### src/rtl/dram_mux_pkg.sv
package dram_mux_pkg;
  localparam int CPU_AW  = 13;
  localparam int BANK_W  = 5;
  localparam int DRAM_AW = 9;
  localparam int LANES   = 2;
  localparam int LANE_W  = $clog2(LANES);

  typedef enum logic [2:0] {
    ST_IDLE,
    ST_SETUP,
    ST_ROW,
    ST_SWITCH,
    ST_CAS,
    ST_PRE
  } seq_state_e;

  typedef struct packed {
    logic [BANK_W-1:0] bank;
    logic [CPU_AW-1:0] off;
    logic              wr;
  } acc_req_t;
endpackage

### src/rtl/addr_scatter.sv
module addr_scatter
  import dram_mux_pkg::*;
(
  input  logic [CPU_AW-1:0]  off_i,
  input  logic [BANK_W-1:0]  bank_i,
  input  logic               col_sel_i,
  output logic [DRAM_AW-1:0] word_o
);
  localparam int LOW_LINES = DRAM_AW - 1;
  localparam int COL_OFF_N = CPU_AW - 1 - LOW_LINES;

  logic [DRAM_AW-1:0] row_w, col_w;

  for (genvar i = 0; i < LOW_LINES; i++) begin : g_line
    assign row_w[i] = off_i[i+1];
    if (i < COL_OFF_N) begin : g_off
      assign col_w[i] = off_i[i+1+LOW_LINES];
    end else begin : g_bank
      assign col_w[i] = bank_i[i-COL_OFF_N];
    end
  end

  // top bank bit rides in both words
  assign row_w[DRAM_AW-1] = bank_i[BANK_W-1];
  assign col_w[DRAM_AW-1] = bank_i[BANK_W-1];

  assign word_o = col_sel_i ? col_w : row_w;
endmodule

### src/rtl/lane_sel.sv
module lane_sel
  import dram_mux_pkg::*;
(
  input  logic [LANE_W-1:0] lane_i,
  input  logic              wr_i,
  input  logic              win_i,
  output logic [LANES-1:0]  we_no
);
  for (genvar l = 0; l < LANES; l++) begin : g_lane
    assign we_no[l] = !(wr_i && win_i && (lane_i == LANE_W'(l)));
  end
endmodule

### src/rtl/dram_seq.sv
module dram_seq
  import dram_mux_pkg::*;
#(
  parameter int CAS_CYCLES = 1,
  parameter int PRE_CYCLES = 2
) (
  input  logic     clk_i,
  input  logic     rst_ni,
  input  logic     req_i,
  input  logic     phase_e_i,
  input  acc_req_t req_d_i,
  output acc_req_t cur_o,
  output logic     ras_no,
  output logic     cas_no,
  output logic     col_sel_o,
  output logic     we_win_o,
  output logic     busy_o
);
  localparam int MAXC  = (CAS_CYCLES > PRE_CYCLES) ? CAS_CYCLES : PRE_CYCLES;
  localparam int CNT_W = (MAXC > 1) ? $clog2(MAXC) : 1;
  localparam logic [CNT_W-1:0] CAS_LAST = CNT_W'(CAS_CYCLES - 1);
  localparam logic [CNT_W-1:0] PRE_LAST = CNT_W'(PRE_CYCLES - 1);

  seq_state_e       st_q, st_d;
  logic [CNT_W-1:0] cnt_q, cnt_d;
  acc_req_t         cur_q;
  logic             accept;

  assign accept = (st_q == ST_IDLE) && req_i;

  always_comb begin
    st_d  = st_q;
    cnt_d = cnt_q;
    unique case (st_q)
      ST_IDLE:   if (req_i) st_d = ST_SETUP;
      ST_SETUP:  if (phase_e_i) st_d = ST_ROW;
      ST_ROW:    st_d = ST_SWITCH;
      ST_SWITCH: begin st_d = ST_CAS; cnt_d = '0; end
      ST_CAS: begin
        if (cnt_q == CAS_LAST) begin st_d = ST_PRE; cnt_d = '0; end
        else cnt_d = cnt_q + 1'b1;
      end
      ST_PRE: begin
        if (cnt_q == PRE_LAST) begin st_d = ST_IDLE; cnt_d = '0; end
        else cnt_d = cnt_q + 1'b1;
      end
      default: st_d = ST_IDLE;
    endcase
  end

  always_ff @(posedge clk_i or negedge rst_ni) begin
    if (!rst_ni) begin
      st_q  <= ST_IDLE;
      cnt_q <= '0;
      cur_q <= '0;
    end else begin
      st_q  <= st_d;
      cnt_q <= cnt_d;
      if (accept) cur_q <= req_d_i;
    end
  end

  assign cur_o     = cur_q;
  assign ras_no    = !(st_q inside {ST_ROW, ST_SWITCH, ST_CAS});
  assign cas_no    = (st_q != ST_CAS);
  assign col_sel_o = st_q inside {ST_SWITCH, ST_CAS, ST_PRE};
  assign we_win_o  = st_q inside {ST_SWITCH, ST_CAS};
  assign busy_o    = (st_q != ST_IDLE);


  busy_hold_chk: assert property (@(posedge clk_i) disable iff (!rst_ni)
    busy_o |=> $stable(cur_q));

  ras_needs_e_chk: assert property (@(posedge clk_i) disable iff (!rst_ni)
    $fell(ras_no) |-> $past(phase_e_i));
endmodule

### src/rtl/dram_addr_mux.sv
module dram_addr_mux
  import dram_mux_pkg::*;
#(
  parameter int CAS_CYCLES = 1,
  parameter int PRE_CYCLES = 2
) (
  input  logic               clk_i,
  input  logic               rst_ni,
  input  logic               phase_e_i,
  input  logic               req_i,
  input  logic               we_i,
  input  logic [CPU_AW-1:0]  cpu_addr_i,
  input  logic [BANK_W-1:0]  bank_i,
  output logic [DRAM_AW-1:0] dram_addr_o,
  output logic               ras_no,
  output logic               cas_no,
  output logic               we0_no,
  output logic               we1_no,
  output logic               busy_o
);
  acc_req_t         req_d, cur;
  logic             col_sel, we_win;
  logic [LANES-1:0] we_n;

  assign req_d = '{bank: bank_i, off: cpu_addr_i, wr: we_i};

  dram_seq #(.CAS_CYCLES(CAS_CYCLES), .PRE_CYCLES(PRE_CYCLES)) u_seq (
    .clk_i     (clk_i),
    .rst_ni    (rst_ni),
    .req_i     (req_i),
    .phase_e_i (phase_e_i),
    .req_d_i   (req_d),
    .cur_o     (cur),
    .ras_no    (ras_no),
    .cas_no    (cas_no),
    .col_sel_o (col_sel),
    .we_win_o  (we_win),
    .busy_o    (busy_o)
  );

  addr_scatter u_scatter (
    .off_i     (cur.off),
    .bank_i    (cur.bank),
    .col_sel_i (col_sel),
    .word_o    (dram_addr_o)
  );

  lane_sel u_lane (
    .lane_i (cur.off[LANE_W-1:0]),
    .wr_i   (cur.wr),
    .win_i  (we_win),
    .we_no  (we_n)
  );

  assign we0_no = we_n[0];
  assign we1_no = we_n[1];


  row_stable_chk: assert property (@(posedge clk_i) disable iff (!rst_ni)
    $fell(ras_no) |-> $stable(dram_addr_o));

  col_stable_chk: assert property (@(posedge clk_i) disable iff (!rst_ni)
    $fell(cas_no) |-> $stable(dram_addr_o));

  cas_after_ras_chk: assert property (@(posedge clk_i) disable iff (!rst_ni)
    $fell(cas_no) |-> ($past(!ras_no, 2) && !ras_no));

  strobe_release_chk: assert property (@(posedge clk_i) disable iff (!rst_ni)
    $rose(cas_no) |-> $rose(ras_no));

  lane_excl_chk: assert property (@(posedge clk_i) disable iff (!rst_ni)
    $countones({we0_no, we1_no}) >= 1);

  we_in_ras_chk: assert property (@(posedge clk_i) disable iff (!rst_ni)
    (!we0_no || !we1_no) |-> !ras_no);
endmodule

### config.mk
export PLATFORM = sky130hd
export DESIGN_NAME = dram_addr_mux
export DESIGN_NICKNAME = d
export VERILOG_FILES = /design/src/rtl/dram_mux_pkg.sv /design/src/rtl/addr_scatter.sv /design/src/rtl/lane_sel.sv /design/src/rtl/dram_seq.sv /design/src/rtl/dram_addr_mux.sv
export SDC_FILE = /design/constraint.sdc
export NUM_CORES = 1
export LEC_CHECK = 0
export ABC_AREA = 0
export BUFFER_PORTS_ARGS = -buffer_cell sky130_fd_sc_hd__buf_4
export CORE_MARGIN = 2
export CORE_UTILIZATION = 44
export DETAILED_ROUTE_END_ITERATION = 8
export PLACE_DENSITY = 0.82
export SETUP_SLACK_MARGIN = 0.3
export SYNTH_ARGS = -nofsm -noshare
export SYNTH_HDL_FRONTEND = slang
export SYNTH_SLANG_ARGS = --single-unit
### constraint.sdc
create_clock -name clk_i -period 1.3 [get_ports clk_i]
set_input_delay 0 -clock clk_i [delete_from_list [all_inputs] [get_ports clk_i]]
set_output_delay 0 -clock clk_i [all_outputs]
set_load 0.01 [all_outputs]
* Word-level counts from Yosys, hierarchy flattened
Index checks and enable logic that the tools add are counted. Widths: inputs -> output; s select.
Word-level totals: bits in registers 23, input bits 23, output and inout bits 14, logic and storage cells 39
Cells by class: $add $sub $neg 1, equality and inequality tests 10, multiplexer cells 9, bitwise logic cells 1, reduce and logical (&&, ||, !) cells 13
Operators with widths (number):
- $pmux 3 s6 | 1
- $mux 3 | 4
- $reduce_bool 3->1 | 3
- $mux 8 | 1
- $eq 3x2->1 const B | 2
- $eq 3x3->1 const B | 2
- $ne 2x2->1 const B | 3
- $logic_and 1x1->1 | 4
- $reduce_and 4->1 | 1
- $eq 3x1->1 const B | 1
- $logic_not 1->1 | 3
- $logic_not 3->1 | 1
- $ne 3x3->1 const B | 1
- $pmux 1 s3 | 1
- $mux 1 | 2
- $ne 2x1->1 const B | 1
- $reduce_bool 2->1 | 1
- $add 1x1->1 const B | 1
- $not 1->1 | 1

* Longest topological paths before layout
Gate-level depths: netlist (run 1).
depth in word-level cells 5, mapped depth 5, gate-level depth less buffers 3

* By module
Synthesis (run 1) repeated with hierarchy kept, for this count alone.
Unflattened totals: cell total of the unflattened synthesis 82, area, all modules 1183.6 um^2
By module, submodules not included:
- dram_seq | instances 1, cells an instance 70, area an instance 1032.2 um^2, seq. area each 575.6 um^2
- addr_scatter | instances 1, cells an instance 10, area an instance 138.9 um^2, seq. area each 0.0 um^2
- lane_sel | instances 1, cells an instance 2, area an instance 12.5 um^2, seq. area each 0.0 um^2

* Worst setup path before layout (run 1)
No wires, ideal clock.
path kind reg-to-reg, start point register u_seq.st_q[1], end point register u_seq.cur_q (netlist bit u_seq.cur_o[10]), library setup time 0.125 ns, data arrival time 1.288 ns, required time 1.175 ns, path slack -0.113 ns, cell stages (with the launch flop) 5, path buffers 2, clock period less this slack 1.413 ns, cells stage by stage dfrtp_1 buf_6 nor4b_4 buf_6 mux2_2
On the way: word-level cells in the longest chain between the ends 2
Ends and longest elaborated chain:
- from (decl) | RTL line dram_seq.sv:24 | seq_state_e st_q, st_d;
- from (signal assigned) | RTL line dram_seq.sv:57 | st_q <= st_d;
- $logic_not 3->1 | RTL line dram_seq.sv:29 | assign accept = (st_q == ST_IDLE) && req_i;
- $logic_and 1x1->1 | RTL line dram_seq.sv:29
- to (signal assigned) | RTL line dram_seq.sv:59 | if (accept) cur_q <= req_d_i;
- to (decl) | RTL line dram_seq.sv:26 | acc_req_t cur_q;
No other way between the ends. A chain may end at the register's enable or synchronous reset.

* Worst setup path after layout (run 1)
start point register u_seq.st_q[1], end point register u_seq.cur_q (netlist bit u_seq.cur_o[17])
Same word-level chain as after synthesis.

==> impl_metrics.csv, run 1 <==
group,metric,value,unit
power,peakVddDrop,1780,uV
worst_hold_path,hold_end,"u_seq.st_q[0]$_DFFE_PN0P_",
clock_network,clockBufferDepth,2,
synthesis,synthAdderAreaFrac,0,%
synthesis,synth.area.top_cells,"dfrtp_1 (53%), mux2_2 (24%), mux2_1 (4.1%)",
timing,fin_crit_sh,128,%
flow_run,max_cap_viol_count,0,
critical_path,arrival,1.86,ns
timing,fin_worst_skew,0.00699,ns
detailed_routing,wl_per_cell,16.3,um
critical_path,crit_fanout,11,
power,p_clk_share,7.1,%
timing,setup_tns,-9.47,ns
worst_hold_path,hold_start,"phase_e_i",
detailed_routing,route.met3.wl,149,um
timing,setup_viol,33,
detailed_routing,routed_wl,2960,um
critical_path,r2r_slack,-0.36,ns
synthesis,syn_area_per_cell,13.4,um2
synthesis,synth_top_family_by_area,"multiplexers",
global_route,grtUsageTotal,20.0,%
global_route,grt_pass1_wl,4060,um
synthesis,synth_top_area_cell,"dfrtp_1",
clock_network,cts_root_buf,"clkbuf_4",
critical_path,reg2reg_depth,4,
floorplan,fp.dieW,53.7,um
timing,fmax,603,MHz
detailed_routing,final_antenna_net_count,0,
synthesis,synth-xor-area-share,0,%
timing,tightest_slew,0.313,ns
floorplan,initial_core_util,45.1,%
timing,slew_headroom,79.0,%
worst_hold_path,min_path_type,"input pin to register",
floorplan,die_area,0.00288,mm2
global_route,antenna_found_initial,0,
synthesis,synth_cells,81,
timing,whs,0.0157,ns
power,power.leakage,0.000904,uW
finish,diodes,0,
clock_network,cts_tree,"built",
detailed_routing,routed-via-count,904,
critical_path,crit_family,"flip-flops",
detailed_routing,drtIter0Drc,3,
finish,drive_gt1_share,61.8,%
clock_network,cts_made_buffers,3,
critical_path,crit_path_frequent_cell,"buf_6",
place,port_buffers,36,
synthesis,synth_cell_type_count,21,
finish,syn2layout_area_growth,75.6,%
critical_path,critPathKind,"register to register",
critical_path,reg2reg_to,"u_seq.cur_o[17]$_DFFE_PN0P_",
timing,worst_slack,-0.358,ns
synthesis,synth_top_area_share,52.9,%
floorplan,core_area,0.00241,mm2
finish,layout.nets,176,
critical_path,start_kind,"register",
synthesis,syn_nets,104,
critical_path,r2r-start,"u_seq.st_q[1]$_DFFE_PN0P_",
synthesis,synth-compound-area-share,4.37,%
detailed_routing,wl_met1,1240,um
floorplan,io_pins,37,
detailed_routing,met2WireLength,1530,um
power,p_sw,1550,uW
power,pwr-share-seq,29.2,%
global_route,grt_overflow,0,
synthesis,synth_warnings,0,
clock_network,clock-sinks,23,
floorplan,fp-row-count,18,
synthesis,synthMuxAreaShare,28.0,%
critical_path,cp_slowest_cell,"dfrtp_1",
run_status,violations,"negative setup slack",
detailed_routing,vias_per_cell,4.97,
global_route,grt_max_degree,24,
place,gp_routability_congestion,0.791,
power,power.internal,3090,uW
timing,timing_hold_violations_final,0,
detailed_routing,drt_first_pass_iters,4,
clock_network,clkLatencyLatePin,0.31,ns
finish,layout.cells.non_filler,182,
timing,rsz0062_at_grt,"true",
critical_path,crit_required,1.50,ns
critical_path,cp_num_buf_inv,2,
global_route,first_global_vias,957,
timing,slew_violations,0,
synthesis,netlist_area,0.00109,mm2
detailed_routing,drc,0,
place,dp.cells,149,
floorplan,die_h,53.7,um
finish,final_util,79.2,%
clock_network,path_clk_slew,0.12,ns
synthesis,ys_seq_area_share,52.9,%
critical_path,critical_path.max_stage_delay,0.46,ns
place,dp_hpwl,1600,um
worst_hold_path,holdPathStages,3,
synthesis,postSynthRegisterBits,23,
clock_network,ctsHtreeMaxLevel,1,
critical_path,critPathCaptureType,"register",
power,combPwrFrac,63.7,%
timing,finalCriticalPeriod,1.66,ns
power,powerDensity,2430,mW/mm2
detailed_routing,highest-signal-layer,"met4",
run_status,status,"finished with violations",
synthesis,synthSimpleGateAreaFrac,9.44,%
power,swShare,33.4,%
critical_path,path_cells,"buf_6 -> nor4b_4 -> buf_6 -> mux2_2",
synthesized netlist by cell type (all sizes together):
cell type / count
buf: 5
inv: 3
nor4b: 1
nand3: 1
or3: 1
and3: 1
o211ai: 3
a21oi: 1
nor2: 3
nand3b: 1
dfrtp: 23
nand2: 3
mux2: 27
or4b: 1
o21ai: 4
and2: 1
nand2b: 2
cell usage in the layout (no fill, tap or decap), types with 2 or more instances in the layout:
cell type / instances
dlygate4sd3_1: 21
clkbuf_4: 3
inv_2: 2
o211ai_1: 3
o21ai_1: 2
nand2_1: 2
o21ai_0: 2
buf_6: 19
dfrtp_1: 21
dfrtp_2: 2
buf_4: 32
mux2_4: 26
flip-flops by register name (all words and copies together), names as in the netlist:
signal       count
u_seq.st_q       3
u_seq.cnt_q      1
u_seq.cur_o     19
power groups by stage:
stage	Sequential, uW	Clock [uW]	Combinational [uW]
final	1350	331	2950
after global routing	1390	358	3130
after CTS	1310	324	2540
after detailed placement	1320	0	1880
after global placement	1280	0	1830
after floorplan	1230	0	1260
worst max-delay path by stage:
stage                                          from  depth (start not counted)  slack, ns                           to
after floorplan           u_seq.st_q[1]$_DFFE_PN0P_                          4       -0.1  u_seq.cur_o[10]$_DFFE_PN0P_
after global placement    u_seq.st_q[0]$_DFFE_PN0P_                          3      -0.08   u_seq.cur_o[7]$_DFFE_PN0P_
after detailed placement  u_seq.st_q[0]$_DFFE_PN0P_                          3      -0.18  u_seq.cur_o[15]$_DFFE_PN0P_
after CTS                 u_seq.st_q[2]$_DFFE_PN0P_                          4      -0.31               dram_addr_o[4]
after global routing      u_seq.st_q[2]$_DFFE_PN0P_                          4      -0.39               dram_addr_o[7]
final                     u_seq.st_q[1]$_DFFE_PN0P_                          4      -0.36  u_seq.cur_o[17]$_DFFE_PN0P_
worst reg2reg max path: stages (launching register included):
cell and delay [ns]:
dfrtp_1 0.46, buf_6 0.15, nor4b_4 0.34, buf_6 0.23, mux2_2 0.37
metal layers:
layer,global-route usage (%),up-vias
li1,-,425
met1,24.0,440
met2,35.8,35
met3,2.78,4
met4,7.69,0
met5,0,-
logic make-up (layout without fill, tap and decap cells):
kind of cell / after synthesis / after routing
buf+inv: 8 / 79
mux: 27 / 27
flops: 23 / 23
simple gates: 15 / 15
compound gates: 8 / 8
cell type report:
| cell class | count | area (um2) |
|---|---|---|
| Inverter | 3 | 11.3 |
| Clock buffer | 4 | 26.3 |
| Sequential cell | 23 | 578 |
| Multi-Input combinational cell | 50 | 592 |
| Timing Repair Buffer | 72 | 664 |
| Tap cell | 30 | 37.5 |
| Fill cell | 137 | 500 |
what timing repair did:
item / CTS / global route
setup buffers: 5 / 3
hold buffers: 21 / 0
hold endpoints to repair: 43 / 0
pin swaps: 1 / 3
resized for setup: 33 / 25
endpoints found under the setup margin: 36 / 36
metrics by stage:
step	power [uW]	cell area [um2]	setup slack (ns)
6_report	4630	1910	-0.358
3_5_place_dp	3200	1410	-0.177
2_1_floorplan	2490	1090	-0.0955
4_1_cts	4170	1800	-0.310
3_3_place_gp	3120	1410	-0.0791
5_1_grt	4880	1910	-0.393
No activity file was read; power rests on OpenSTA's default activity.
==> run 2: changes to the inputs <==
--- a/config.mk
+++ b/config.mk
@@ -11,6 +11,7 @@
 export CORE_UTILIZATION = 44
 export DETAILED_ROUTE_END_ITERATION = 8
 export PLACE_DENSITY = 0.82
+export REMOVE_ABC_BUFFERS = 1
 export SETUP_SLACK_MARGIN = 0.3
 export SYNTH_ARGS = -nofsm -noshare
 export SYNTH_HDL_FRONTEND = slang
==> impl_metrics.csv, run 2 (synthesis gave the netlist of run 1 again) <==
group,metric,value,unit
run_status,status,"finished with violations",
run_status,violations,"negative setup slack",
power,swShare,33.1,%
finish,final_cell_mix,"buf_4 (33), mux2_4 (26), buf_6 (25)",
place,dp.cells,151,
detailed_routing,routed-via-count,935,
timing,slew_headroom,80.6,%
critical_path,start_kind,"register",
power,power.internal,3260,uW
critical_path,critical_path.max_stage_delay,0.43,ns
global_route,grt_pass1_wl,4670,um
power,combPwrFrac,65.7,%
critical_path,cp_num_buf_inv,3,
finish,layout_commonest_cell,"buf_4",
clock_network,clkLatencyLatePin,0.31,ns
place,port_buffers,36,
place,dp_hpwl,1640,um
critical_path,arrival,1.84,ns
timing,rsz0062_at_grt,"true",
timing,fmax,610,MHz
clock_network,clock-sinks,23,
power,p_clk_share,6.8,%
critical_path,crit_path_frequent_cell,"buf_6",
global_route,met1_usage,29.6,%
worst_hold_path,min_path_type,"input pin to async pin",
finish,diodes,0,
global_route,antenna_found_initial,0,
clock_network,cts_root_buf,"clkbuf_4",
global_route,grt_overflow,0,
finish,layout.cells.non_filler,190,
place,gp_routability_congestion,0.852,
detailed_routing,drt_first_pass_iters,3,
timing,fin_worst_skew,0.00738,ns
floorplan,io_pins,37,
timing,timing_hold_violations_final,0,
finish,largest_register_ffs,19,
critical_path,critPathKind,"register to register",
floorplan,die_h,53.7,um
global_route,first_global_vias,1015,
timing,worst_slack,-0.340,ns
timing,setup_viol,33,
flow_run,max_cap_viol_count,0,
power,power.leakage,0.000954,uW
detailed_routing,wl_per_cell,16.0,um
global_route,grt_most_used_layer,"met2",
finish,drive_gt1_share,65.6,%
global_route,grt_max_degree,24,
critical_path,crit_fanout,5,
floorplan,core_area,0.00241,mm2
global_route,grt_use_met3,3.61,%
clock_network,clockBufferDepth,2,
critical_path,crit_family,"buffers and inverters",
critical_path,path_cells,"buf_6 -> nor4b_4 -> buf_4 -> buf_6 -> mux2_4",
floorplan,fp-row-count,18,
timing,finalCriticalPeriod,1.64,ns
power,p_sw,1610,uW
power,pwr-share-seq,27.5,%
finish,layout.nets,184,
detailed_routing,routed_wl,3050,um
clock_network,path_clk_slew,0.13,ns
power,powerDensity,2420,mW/mm2
floorplan,initial_core_util,45.1,%
clock_network,ctsHtreeMaxLevel,1,
power,peakVddDrop,1970,uV
clock_network,cts_made_buffers,3,
finish,fill_cells,108,
timing,whs,0.104,ns
floorplan,fp.dieW,53.7,um
critical_path,critPathCaptureType,"register",
critical_path,cp_slowest_cell,"dfrtp_1",
floorplan,die_area,0.00288,mm2
clock_network,cts_tree,"built",
global_route,grtUsageMet2,37.6,%
detailed_routing,drc,0,
global_route,grtUsageTotal,22.9,%
detailed_routing,vias_per_cell,4.92,
finish,syn2layout_area_growth,84.8,%
timing,slew_violations,0,
detailed_routing,drtIter0Drc,7,
critical_path,crit_required,1.50,ns
timing,tightest_slew,0.291,ns
timing,fin_crit_sh,126,%
finish,final_util,83.4,%
detailed_routing,final_antenna_net_count,0,
run 2: cell types whose count changed in the layout (fill, tap and decap cells not counted), sizes merged:
| cell | previous run | this run |
|---|---|---|
| buf | 51 | 58 |
| dlygate4sd3 | 21 | 22 |
run 2: timing repair:
| action | in CTS | in global routing |
|---|---|---|
| buffers inserted | 6 | 5 |
| resized for setup | 53 | 20 |
| cloned | 2 | 0 |
| endpoints found under the setup margin | 36 | 36 |
| hold buffers | 22 | 0 |
| hold endpoints to repair | 43 | 0 |
| pin swaps | 1 | 7 |
run 2: worst paths after layout:
path / start / endpoint / slack (ns) / cells past startpoint
min in group clk_i: req_i / u_seq.cur_o[7]$_DFFE_PN0P_ / 0.40 / 5
hold reg to reg: u_seq.cur_o[8]$_DFFE_PN0P_ / u_seq.cur_o[8]$_DFFE_PN0P_ / 0.53 / 1
max in group asynchronous: rst_ni / u_seq.st_q[2]$_DFFE_PN0P_ / 0.96 / 2
setup reg to reg: u_seq.st_q[1]$_DFFE_PN0P_ / u_seq.cur_o[16]$_DFFE_PN0P_ / -0.34 / 5
hold / removal: rst_ni / u_seq.st_q[0]$_DFFE_PN0P_ / 0.10 / 2
setup / recovery: u_seq.st_q[1]$_DFFE_PN0P_ / u_seq.cur_o[16]$_DFFE_PN0P_ / -0.34 / 5
run 2: cell type report:
cell class | count | area, um2 | area share, %
Timing Repair Buffer | 80 | 749 | 37.3
Multi-Input combinational cell | 50 | 607 | 30.2
Sequential cell | 23 | 578 | 28.8
Tap cell | 30 | 37.5 | 1.87
Clock buffer | 4 | 26.3 | 1.31
Inverter | 3 | 11.3 | 0.560
run 2: routing by layer:
| layer | up-vias | part of all wire [%] |
|---|---|---|
| li1 | 439 | - |
| met1 | 463 | 44 |
| met5 | - | 0 |
| met4 | 0 | 1.4 |
| met3 | 6 | 4.2 |
| met2 | 27 | 50 |
run 2: metrics by stage:
step | cell area (um2) | TNS (ns) | total power (uW) | setup WS [ns]
2_1_floorplan | 1040 | -9.02 | 2350 | -0.493
3_3_place_gp | 1420 | -1.80 | 3130 | -0.0918
3_5_place_dp | 1420 | -2.93 | 3230 | -0.145
4_1_cts | 1910 | -7.92 | 4540 | -0.327
5_1_grt | 2010 | -10.69 | 5140 | -0.392
6_report | 2010 | -9.10 | 4870 | -0.340
run 2: worst reg2reg max path, cell delays in order (launching register included):
cell     delay [ns]
dfrtp_1        0.43
buf_6          0.14
nor4b_4        0.33
buf_4          0.19
buf_6          0.14
mux2_4         0.30
run 2: power groups by stage:
stage / Sequential, uW / Clock, uW / Combinational (uW)
2_1_floorplan: 1290 / 0 / 1060
3_5_place_dp: 1330 / 0 / 1900
5_1_grt: 1380 / 368 / 3400
4_1_cts: 1320 / 336 / 2880
6_report: 1340 / 333 / 3200
3_3_place_gp: 1290 / 0 / 1840
==> run 3: changes to the inputs <==
--- a/config.mk
+++ b/config.mk
@@ -6,7 +6,7 @@
 export NUM_CORES = 1
 export LEC_CHECK = 0
 export ABC_AREA = 0
-export BUFFER_PORTS_ARGS = -buffer_cell sky130_fd_sc_hd__buf_4
+export BUFFER_PORTS_ARGS = -buffer_cell sky130_fd_sc_hd__buf_2
 export CORE_MARGIN = 2
 export CORE_UTILIZATION = 44
 export DETAILED_ROUTE_END_ITERATION = 8
==> impl_metrics.csv, run 3 (synthesis gave the netlist of run 1 again) <==
group,metric,value,unit
detailed_routing,routed_wl,2890,um
floorplan,die_h,53.7,um
detailed_routing,vias_per_cell,4.85,
floorplan,die_area,0.00288,mm2
place,port_buffers,36,
global_route,antenna_found_initial,0,
floorplan,io_pins,37,
flow_run,max_cap_viol_count,0,
power,power.internal,2990,uW
critical_path,startpoint,"u_seq.st_q[2]$_DFFE_PN0P_",
critical_path,start_kind,"register",
timing,worst_slack,-0.360,ns
critical_path,reg2reg_depth,4,
power,combPwrFrac,63.4,%
place,dp_hpwl,1610,um
detailed_routing,wl_per_cell,15.6,um
power,powerDensity,2460,mW/mm2
global_route,grt_max_degree,24,
timing,tightest_slew,0.518,ns
clock_network,clkLatencyLatePin,0.31,ns
finish,layout_commonest_cell,"buf_2",
critical_path,critical_path.max_stage_delay,0.43,ns
timing,whs,-0.0174,ns
finish,final_util,76.1,%
worst_hold_path,hold_end,"u_seq.st_q[0]$_DFFE_PN0P_",
clock_network,clock-sinks,23,
detailed_routing,drtIter0Drc,10,
place,gp_routability_congestion,0.789,
finish,layout.nets,179,
global_route,first_global_vias,918,
detailed_routing,routed-via-count,898,
global_route,grt_overflow,0,
clock_network,ctsHtreeMaxLevel,1,
timing,finalCriticalPeriod,1.66,ns
worst_hold_path,holdPathStages,3,
detailed_routing,drt_first_pass_iters,4,
clock_network,postCtsHoldBufs,21,
power,p_clk_share,7.5,%
finish,fill_cells,143,
power,p_sw,1520,uW
critical_path,path_cells,"nand3b_1 -> nand2_4 -> mux2_4 -> buf_6",
worst_hold_path,hold_start,"phase_e_i",
finish,syn2layout_area_growth,68.7,%
critical_path,arrival,1.66,ns
worst_hold_path,min_path_type,"input pin to register",
timing,fin_crit_sh,128,%
power,peakVddDrop,1950,uV
run_status,status,"finished with violations",
timing,fmax,603,MHz
finish,final_cell_mix,"buf_2 (28), dfrtp_1 (23), dlygate4sd3_1 (21)",
finish,seqCellArea,576,um2
detailed_routing,drc,0,
critical_path,critPathKind,"register to output pin",
timing,fin_worst_skew,0.00720,ns
floorplan,core_area,0.00241,mm2
timing,setup_viol,33,
global_route,grtUsageTotal,20.9,%
timing,slew_headroom,65.5,%
floorplan,fp-row-count,18,
timing,slew_violations,0,
critical_path,critPathCaptureType,"output pin",
floorplan,initial_core_util,45.1,%
run_status,violations,"negative hold slack, negative setup slack",
power,power.leakage,0.000864,uW
timing,timing_hold_violations_final,1,
finish,diodes,0,
finish,multi_input_comb_area,559,um2
critical_path,crit_family,"simple AND/OR/NAND/NOR gates",
power,pwr-share-seq,29.1,%
finish,drive_gt1_share,60.6,%
clock_network,clockBufferDepth,2,
critical_path,cp_num_buf_inv,1,
critical_path,r2r_slack,-0.33,ns
critical_path,crit_fanout,8,
clock_network,path_clk_slew,0.13,ns
power,swShare,33.6,%
detailed_routing,final_antenna_net_count,0,
critical_path,reg2reg_to,"u_seq.cur_o[6]$_DFFE_PN0P_",
critical_path,crit_required,1.30,ns
timing,rsz0062_at_grt,"true",
critical_path,cp.depth,4,
critical_path,cp_slowest_cell,"dfrtp_1",
floorplan,fp.dieW,53.7,um
finish,largest_register_ffs,19,
clock_network,cts_root_buf,"clkbuf_4",
critical_path,r2r-start,"u_seq.st_q[1]$_DFFE_PN0P_",
global_route,grt_pass1_wl,4240,um
clock_network,cts_tree,"built",
power,total_power,4500,uW
clock_network,cts_made_buffers,3,
-- run 3: cell types whose count changed in the layout (fill, tap and decap cells not counted), sizes merged --
cell	delta
clkbuf	-1
buf	-4
clkinvlp	+1
dlygate4sd3	-1
-- run 3: through the flow --
step / hold slack [ns] / instance area (um2) / std cells / setup slack (ns) / TNS (ns)
floorplan: -0.296 / 1040 / 76 / -0.493 / -9.02
global placement: -0.00780 / 1320 / 150 / -0.0906 / -1.78
detailed placement: -0.00118 / 1320 / 150 / -0.124 / -2.36
CTS: -0.0135 / 1720 / 183 / -0.275 / -7.15
global route: -0.0178 / 1830 / 185 / -0.411 / -10.50
finish: -0.0174 / 1830 / 185 / -0.360 / -9.05
-- run 3: worst min-delay path, cell delays in order --
cell and delay (ns):
buf_2 0.08, or4b_1 0.10, o211ai_1 0.07
-- run 3: how the worst max path moves through the flow --
| stage | slack, ns | endpoint |
|---|---|---|
| global placement | -0.09 | u_seq.cur_o[17]$_DFFE_PN0P_ |
| CTS | -0.27 | dram_addr_o[7] |
| floorplan | -0.49 | u_seq.cur_o[10]$_DFFE_PN0P_ |
| global route | -0.41 | dram_addr_o[1] |
| finish | -0.36 | dram_addr_o[1] |
| detailed placement | -0.12 | u_seq.cur_o[9]$_DFFE_PN0P_ |
-- run 3: metal layers --
layer / share of wire [%] / vias up / GRT usage [%]
met2: 53 / 25 / 37.6
met1: 42 / 434 / 24.6
li1: - / 435 / -
met5: 0 / - / 0
met3: 3.8 / 4 / 2.78
met4: 1.2 / 0 / 8.97
-- run 3: layout make-up --
| cell class | count | share of cell area (%) |
|---|---|---|
| timing repair buffer | 75 | 33.8 |
| sequential | 23 | 31.4 |
| multi-input combinational | 50 | 30.5 |
| tap | 30 | 2.05 |
| clock buffer | 3 | 1.23 |
| inverter | 3 | 0.614 |
| clock inverter | 1 | 0.409 |
-- run 3: timing repair --
item / CTS / global route
setup buffers: 7 / 2
gates cloned: 1 / 0
setup endpoints to repair: 36 / 36
pin swaps: 5 / 3
endpoints found under the hold margin: 43 / 1
gates resized for setup: 30 / 22
-- run 3: power groups by stage --
stage               registers [uW]  logic, uW  clock network, uW
floorplan                     1290       1060                  0
global placement              1280       1650                  0
detailed placement            1320       1700                  0
CTS                           1280       2280                339
global route                  1350       3030                378
finish                        1310       2850                339
